`src/rtl/pdb_pkg.sv`:
```
package pdb_pkg;
  typedef struct packed {
    logic [4:0] r;
    logic [5:0] g;
    logic [4:0] b;
  } rgb565_t;

  localparam rgb565_t RGB_WHITE = '{r: 5'h1F, g: 6'h3F, b: 5'h1F};
  localparam rgb565_t RGB_BLACK = '{r: 5'h00, g: 6'h00, b: 5'h00};

  function automatic rgb565_t split565(input logic [15:0] hw);
    rgb565_t c;
    c.r = hw[15:11];
    c.g = hw[10:5];
    c.b = hw[4:0];
    return c;
  endfunction
endpackage

```
`src/rtl/pdb_pix_addr.sv`:
```
module pdb_pix_addr #(
  parameter int          CRD_W        = 10,
  parameter int          ADDR_W       = 32,
  parameter logic [31:0] PIX_BASE_RST = 32'h0
) (
  input  logic              clk,
  input  logic              rst,
  input  logic              base_wr,
  input  logic [ADDR_W-1:0] base_din,
  input  logic [CRD_W-1:0]  sx,
  input  logic [CRD_W-1:0]  sy,
  output logic [ADDR_W-1:0] addr_q
);
  // image pixel = screen >> 1; row stride = 2^CRD_W bytes, pixel = 2 bytes
  localparam int IMG_W  = CRD_W - 1;
  localparam int ROW_SH = CRD_W;

  logic [ADDR_W-1:0] base_q;
  logic [IMG_W-1:0]  ix, iy;
  logic [ADDR_W-1:0] offs;

  assign ix   = sx[CRD_W-1:1];
  assign iy   = sy[CRD_W-1:1];
  assign offs = (ADDR_W'(iy) << ROW_SH) | (ADDR_W'(ix) << 1);

  always_ff @(posedge clk) begin
    if (rst) begin
      base_q <= ADDR_W'(PIX_BASE_RST);
      addr_q <= '0;
    end else begin
      if (base_wr) base_q <= base_din;
      addr_q <= base_q + offs;
    end
  end
endmodule

```
`src/rtl/pdb_chr_addr.sv`:
```
module pdb_chr_addr #(
  parameter int          CRD_W     = 10,
  parameter int          ADDR_W    = 32,
  parameter int          CELL_LG   = 3,
  parameter int          STRIDE_LG = 7,
  parameter logic [31:0] CHR_BASE  = 32'h0001_0000
) (
  input  logic               clk,
  input  logic               rst,
  input  logic [CRD_W-1:0]   sx,
  input  logic [CRD_W-1:0]   sy,
  output logic [ADDR_W-1:0]  addr_q,
  output logic [CELL_LG-1:0] gcol_q,
  output logic [CELL_LG-1:0] grow_q
);
  localparam int CELL_W = CRD_W - CELL_LG;

  logic [CELL_W-1:0] cx, cy;
  logic [ADDR_W-1:0] offs;

  assign cx   = sx[CRD_W-1:CELL_LG];
  assign cy   = sy[CRD_W-1:CELL_LG];
  assign offs = (ADDR_W'(cy) << STRIDE_LG) | ADDR_W'(cx);

  always_ff @(posedge clk) begin
    if (rst) begin
      addr_q <= '0;
      gcol_q <= '0;
      grow_q <= '0;
    end else begin
      addr_q <= ADDR_W'(CHR_BASE) + offs;
      gcol_q <= sx[CELL_LG-1:0];
      grow_q <= sy[CELL_LG-1:0];
    end
  end
endmodule

```
`src/rtl/pdb_color_mux.sv`:
```
module pdb_color_mux
  import pdb_pkg::*;
(
  input  logic        clk,
  input  logic        rst,
  input  logic        vis,
  input  logic [15:0] pix_data,
  input  logic        font_bit,
  output rgb565_t     rgb_q
);
  rgb565_t nxt;

  always_comb begin
    if (!vis)         nxt = RGB_BLACK;
    else if (font_bit) nxt = RGB_WHITE;
    else              nxt = split565(pix_data);
  end

  always_ff @(posedge clk) begin
    if (rst) rgb_q <= RGB_BLACK;
    else     rgb_q <= nxt;
  end
endmodule

```
`src/rtl/pixdbl_scan_addr.sv`:
```
module pixdbl_scan_addr
  import pdb_pkg::*;
#(
  parameter int          CRD_W        = 10,
  parameter int          ADDR_W       = 32,
  parameter int          H_ACT        = 640,
  parameter int          V_ACT        = 480,
  parameter int          CELL_LG      = 3,
  parameter int          STRIDE_LG    = 7,
  parameter int          RD_LAT       = 1,
  parameter logic [31:0] PIX_BASE_RST = 32'h0,
  parameter logic [31:0] CHR_BASE     = 32'h0001_0000
) (
  input  logic               clk,
  input  logic               rst,
  input  logic               base_wr,
  input  logic [ADDR_W-1:0]  base_din,
  input  logic [CRD_W-1:0]   scr_x,
  input  logic [CRD_W-1:0]   scr_y,
  output logic [ADDR_W-1:0]  pix_addr,
  output logic [ADDR_W-1:0]  chr_addr,
  output logic [CELL_LG-1:0] glyph_col,
  output logic [CELL_LG-1:0] glyph_row,
  input  logic [15:0]        pix_data,
  input  logic               font_bit,
  output logic [4:0]         red,
  output logic [5:0]         green,
  output logic [4:0]         blue
);
  localparam int VP_LEN = RD_LAT;

  logic            vis_now;
  logic [VP_LEN:0] vis_pipe;
  rgb565_t         rgb;

  assign vis_now     = (scr_x < CRD_W'(H_ACT)) && (scr_y < CRD_W'(V_ACT));
  assign vis_pipe[0] = vis_now;

  // visibility travels alongside the memory read latency
  for (genvar i = 0; i < VP_LEN; i++) begin : g_vis
    always_ff @(posedge clk) begin
      if (rst) vis_pipe[i+1] <= 1'b0;
      else     vis_pipe[i+1] <= vis_pipe[i];
    end
  end

  pdb_pix_addr #(
    .CRD_W(CRD_W), .ADDR_W(ADDR_W), .PIX_BASE_RST(PIX_BASE_RST)
  ) u_pix (
    .clk(clk), .rst(rst), .base_wr(base_wr), .base_din(base_din),
    .sx(scr_x), .sy(scr_y), .addr_q(pix_addr)
  );

  pdb_chr_addr #(
    .CRD_W(CRD_W), .ADDR_W(ADDR_W), .CELL_LG(CELL_LG),
    .STRIDE_LG(STRIDE_LG), .CHR_BASE(CHR_BASE)
  ) u_chr (
    .clk(clk), .rst(rst), .sx(scr_x), .sy(scr_y),
    .addr_q(chr_addr), .gcol_q(glyph_col), .grow_q(glyph_row)
  );

  pdb_color_mux u_col (
    .clk(clk), .rst(rst), .vis(vis_pipe[VP_LEN]),
    .pix_data(pix_data), .font_bit(font_bit), .rgb_q(rgb)
  );

  assign red   = rgb.r;
  assign green = rgb.g;
  assign blue  = rgb.b;
endmodule

```
`config.mk`:
```
export PLATFORM = sky130hd
export DESIGN_NAME = pixdbl_scan_addr
export DESIGN_NICKNAME = d
export VERILOG_FILES = /design/src/rtl/pdb_pkg.sv /design/src/rtl/pdb_pix_addr.sv /design/src/rtl/pdb_chr_addr.sv /design/src/rtl/pdb_color_mux.sv /design/src/rtl/pixdbl_scan_addr.sv
export SDC_FILE = /design/constraint.sdc
export NUM_CORES = 1
export LEC_CHECK = 0
export CAP_MARGIN = 20
export CORE_ASPECT_RATIO = 1.5
export CORE_UTILIZATION = 49
export CTS_BUF_LIST = sky130_fd_sc_hd__clkbuf_16
export DETAILED_ROUTE_END_ITERATION = 8
export GPL_TIMING_DRIVEN = 0
export PLACE_DENSITY = 0.86
export SYNTH_ARGS = -nofsm -noshare
export SYNTH_HDL_FRONTEND = slang
export SYNTH_HIERARCHICAL = 1
export SYNTH_SLANG_ARGS = --single-unit
```
`constraint.sdc`:
```
create_clock -name clk -period 4.6 [get_ports clk]
set_input_delay 0.92 -clock clk [delete_from_list [all_inputs] [get_ports clk]]
set_output_delay 0.92 -clock clk [all_outputs]
set_load 0.02 [all_outputs]
```
Word level (Yosys, flattened, before mapping)
Index checks and enable logic that the tools add are counted.
{ "totals": {"inputBits": 72, "ff_bits": 119} }
{ "op_classes": {"n_lt_le_gt_ge": 2, "mux": 1, "reduce_logical": 2, "add_sub_neg": 2, "n_bitwise": 3} }
{ "op_table": {"columns": ["cell", "count"], "rows": [
  ["$add 17x32->32 const A", 1],
  ["$add 32x32->32", 1],
  ["$or 19x10->19", 1],
  ["$mux 16", 1],
  ["$or 14x7->14", 1],
  ["$lt 10x10->1 const B", 1],
  ["$lt 10x9->1 const B", 1],
  ["$reduce_or 2->1", 1],
  ["$logic_and 1x1->1", 1],
  ["$not 1->1", 1]
]} }

Depth between registers and ports, before layout
{ "logic_depth": {"depth_word": 2, "depth_mapped": 8, "mapped_depth_nobuf": 8} }

Hierarchy
Netlist, hierarchy kept.
{ "modules_own_cells": {"columns": ["mod", "seq_area_each_um2", "n_inst", "cells_per_inst", "area_per_inst_um2"], "rows": [
  ["pdb_pix_addr", 1281.2, 1, 371, 3299.4],
  ["pdb_chr_addr", 420.4, 1, 62, 750.7],
  ["pdb_color_mux", 320.3, 1, 53, 493.0],
  ["pixdbl_scan_addr", 20.0, 1, 5, 41.3]
]} }

Worst setup path after synthesis
OpenSTA, ideal clock, no wires.
{ "synth_timing": {"kind": "input port to flip-flop", "start": "input port scr_x[1]", "end": "register u_pix.addr_q[21]", "cell_stages": 8, "arrival_time_ns": 2.742, "path_buffers": 0, "path_slack_ns": 1.737, "required_ns": 4.479, "setup_time_ns": 0.121, "cell_sequence": "ha_1 fa_1 a21oi_1 o22ai_1 or4_4 nand3_1 a21oi_1 mux2_4"} }
{ "synth_via": {"elab_chain_cells": 2} }
{ "synth_lines": {"columns": ["item", "line_no", "source"], "rows": [
  ["start, declared", "pixdbl_scan_addr.sv:18", "input logic [CRD_W-1:0] scr_x,"],
  ["$or 19x10->19", "pdb_pix_addr.sv:24", "assign offs = (ADDR_W'(iy) << ROW_SH) | (ADDR_W'(ix) << 1);"],
  ["$add 32x32->32", "pdb_pix_addr.sv:32", "addr_q <= base_q + offs;"],
  ["end signal, assigned", "pdb_pix_addr.sv:32", null],
  ["end, declared", "pdb_pix_addr.sv:12", "output logic [ADDR_W-1:0] addr_q"]
]} }
Every way passes these cells.
A chain may end at the register's enable or synchronous reset.

Worst setup path in the final report
Same ends and word-level chain as after synthesis.

==> summary.txt <==
Worst setup path
  • Crit-path max cell delay: 0.46 ns
  • WP buf/inv: 1
  • Crit path max-delay cell type: or4_4
  • Worst setup EP type: flip-flop
  • Arrival time at the worst endpoint: 3.53 ns
  • CP cell instances: clkdlybuf4s50_1 -> ha_1 -> fa_1 -> a21oi_1 -> o22ai_1 -> or4_4 -> nand3_1 -> a21oi_1 -> mux2_4
  • Worst endpoint required time: 4.84 ns
  • Crit path top cell by count: a21oi_1
  • Delay-heaviest family, CP: adder cells
  • Critical path class: in2reg
  • Reg-to-reg startpoint: u_pix/base_q[1]
  • Setup crit start: scr_x[1]
  • Crit Path Max Fanout: 3
  • Startpoint types: input pin

Clock network
  • # hold bufs at CTS: 0
  • CTS buffer count: 9
  • Clock buffer depth: 2
  • Post-CTS Setup Repair Bufs: 0
  • PostCTS Resize Cnt: 0
  • CTS tree: built
  • Root Driver: clkbuf_16
  • Worst skew pair latency: 0.35 ns
  • Sink Count: 102
  • Clk pin slew, worst setup/hold paths: 0.06 ns
  • H-tree levels: 3

STA
  • Tcrit/Tclk final: 0.7167
  • Final hold vios: 0
  • RSZ-0062 raised after global routing: false
  • Slew Limit Headroom: 0.4808
  • Final setup viols: 0
  • Post-route minimum period: 3.297 ns
  • Max-slew violation total from the final report: 0
  • Slew @ Worst Pin: 0.7787 ns
  • Fmax: 303.3 MHz
  • Max Clock Skew: 0.006510 ns
  • Setup_tns: 0 ns
  • Worst setup margin: 1.303 ns

Placed design
  • IO Port Bufs: 138
  • Final GP Congestion: 0.9648
  • HPWL after detailed placement: 8.379 mm
  • Placement Setup Slack: 0.9835 ns
  • Placed cell count: 755

Floorplanning
  • Die Wd: 80.98 µm
  • Initial cell density of the core: 0.5132
  • Ports: 158
  • Die footprint: 9755 µm²
  • # rows: 42
  • Total core area: 8934 µm²
  • Die span in y: 120.5 µm

Power
  • Power Density: 324.4 nW/µm²
  • VDD IR max: 0.2392 mV
  • P_leak: 2.740 nW
  • Power, Total: 2.086 mW

Synthesis
  • Yosys top cell area share: 0.4454
  • Mapped cell area: 4584 µm²
  • Cell with the most instances after synthesis: dfxtp_1
  • Asr flop ratio synth: 0
  • Register bit total from synthesis: 102
  • Synth cell count leaders: 102 x dfxtp_1, 96 x nor2_1, 32 x mux2i_1
  • Cells after synthesis: 491
  • Top cells by area, synth: dfxtp_1 45%, nor2_1 7.9%, mux2i_1 7.0%, ha_1 4.9%, nor2b_2 3.6%
  • Ys Warns: 6
  • Sequential fraction of the synthesis area: 0.4454
  • Avg Inst Size Synth: 9.337 µm²
  • Synth area leader: dfxtp_1
  • Post-synth EDFFs: 0
  • Synth cell types: 56
  • Most used DFF post-synth: dfxtp_1

Route
  • DR WL/cell: 13.98 µm
  • DRC: 0
  • Drt first pass iters: 4
  • Vias: 3905
  • Vias per cell: 5.065
  • Final wirelength: 10.78 mm
  • Starting DRT DRC Count: 207
  • Final ANT Viol Nets: 0

Layout
  • N_diodes: 0
  • Non-filler cells, final: 771
  • Area growth, synth to finish: 40.28%
  • Fillers: 643
  • Final nets: 747
  • Final Core Density: 0.7199
  • Share of cells above drive strength 1: 0.1135

Global routing
  • Gr ovfl total: 0
  • Initial antenna violation count: 0
  • Vias in the first global route: 3813
  • First-pass GRT wire length: 17.07 mm
  • Largest net degree at the start of global routing: 17
  • GRT Total Usage: 0.2315

Worst hold path
  • Worst hold path class: reg2reg
  • Min-delay src: u_pix/base_q[0]

Run
  • Max-cap violations: 0

Status
  • Status: finished clean
## final timing paths
path	cells after the start	end	slack, ns
setup / recovery	9	u_pix/addr_q[21]	1.30
hold / removal	1	u_pix/addr_q[0]	0.47
setup reg to reg	8	u_pix/addr_q[21]	2.02
hold reg to reg	1	u_pix/addr_q[0]	0.47
## routing by layer
metal  GRT usage  wire length (µm)
met3     0.06642               893
met1      0.2270              3959
met4      0.1395               338
met5           0                 0
met2      0.4154              5586
## cell usage in the layout, fill, tap and decap left out, types with 11 or more instances in the layout
cell,Yosys,routed
dfxtp_1,102,102
nor2_1,96,96
a21oi_1,23,23
buf_4,18,18
nand3_1,11,11
nor2b_1,19,19
ha_1,18,18
clkdlybuf4s50_1,0,138
mux2i_1,32,32
nand2_1,23,23
nor2b_2,19,19
conb_1,1,17
## area by class of cell
cell class                      instances  area, µm²  area share
Tap cell                              110      137.6     0.02140
Buffer                                 43      276.5     0.04300
Sequential cell                       102       2042      0.3175
Timing Repair Buffer                  138       1381      0.2148
Inverter                                7      26.28    0.004086
Clock inverter                          7      42.54    0.006615
Multi-Input combinational cell        355       2300      0.3576
Clock buffer                            9      225.2     0.03502
## worst reg2reg max path, stage by stage (launching register included)
cell     delay [ns]
dfxtp_1        0.32
ha_1           0.21
fa_1           0.42
a21oi_1        0.31
o22ai_1        0.18
or4_4          0.46
nand3_1        0.15
a21oi_1        0.11
mux2_4         0.32
## per-stage QoR
stage               hold WS, ns  area, µm²
finish                   0.4701       6431
global route             0.4853       6431
CTS                      0.4721       6431
detailed placement       0.4627       6163
global placement         0.4599       6163
floorplan                0.4374       4644
## registers in the layout, summed over array words and instances, names as in the netlist
name,cells
u_pix/addr_q,32
u_pix/base_q,32
u_col/rgb_q,16
u_chr/addr_q,15
u_chr/gcol_q,3
u_chr/grow_q,3
vis_pipe,1
## power by group
| part | leakage (nW) | internal (mW) | switching (mW) |
|---|---|---|---|
| combinational | 1.76 | 0.222 | 0.223 |
| sequential | 0.842 | 0.939 | 0.0241 |
| clock | 0.140 | 0.363 | 0.314 |
## logic make-up after synthesis
kind of cell / after synthesis / share of synthesized area
simple gates: 197 / 0.2142
fa+ha+maj: 19 / 0.05349
flops: 102 / 0.4454
xor+xnor: 11 / 0.02102
mux: 44 / 0.1010
other cells: 1 / 0.0008180
buf+inv: 50 / 0.06604
compound gates: 67 / 0.09798
Power figures use the tool's default switching activity.
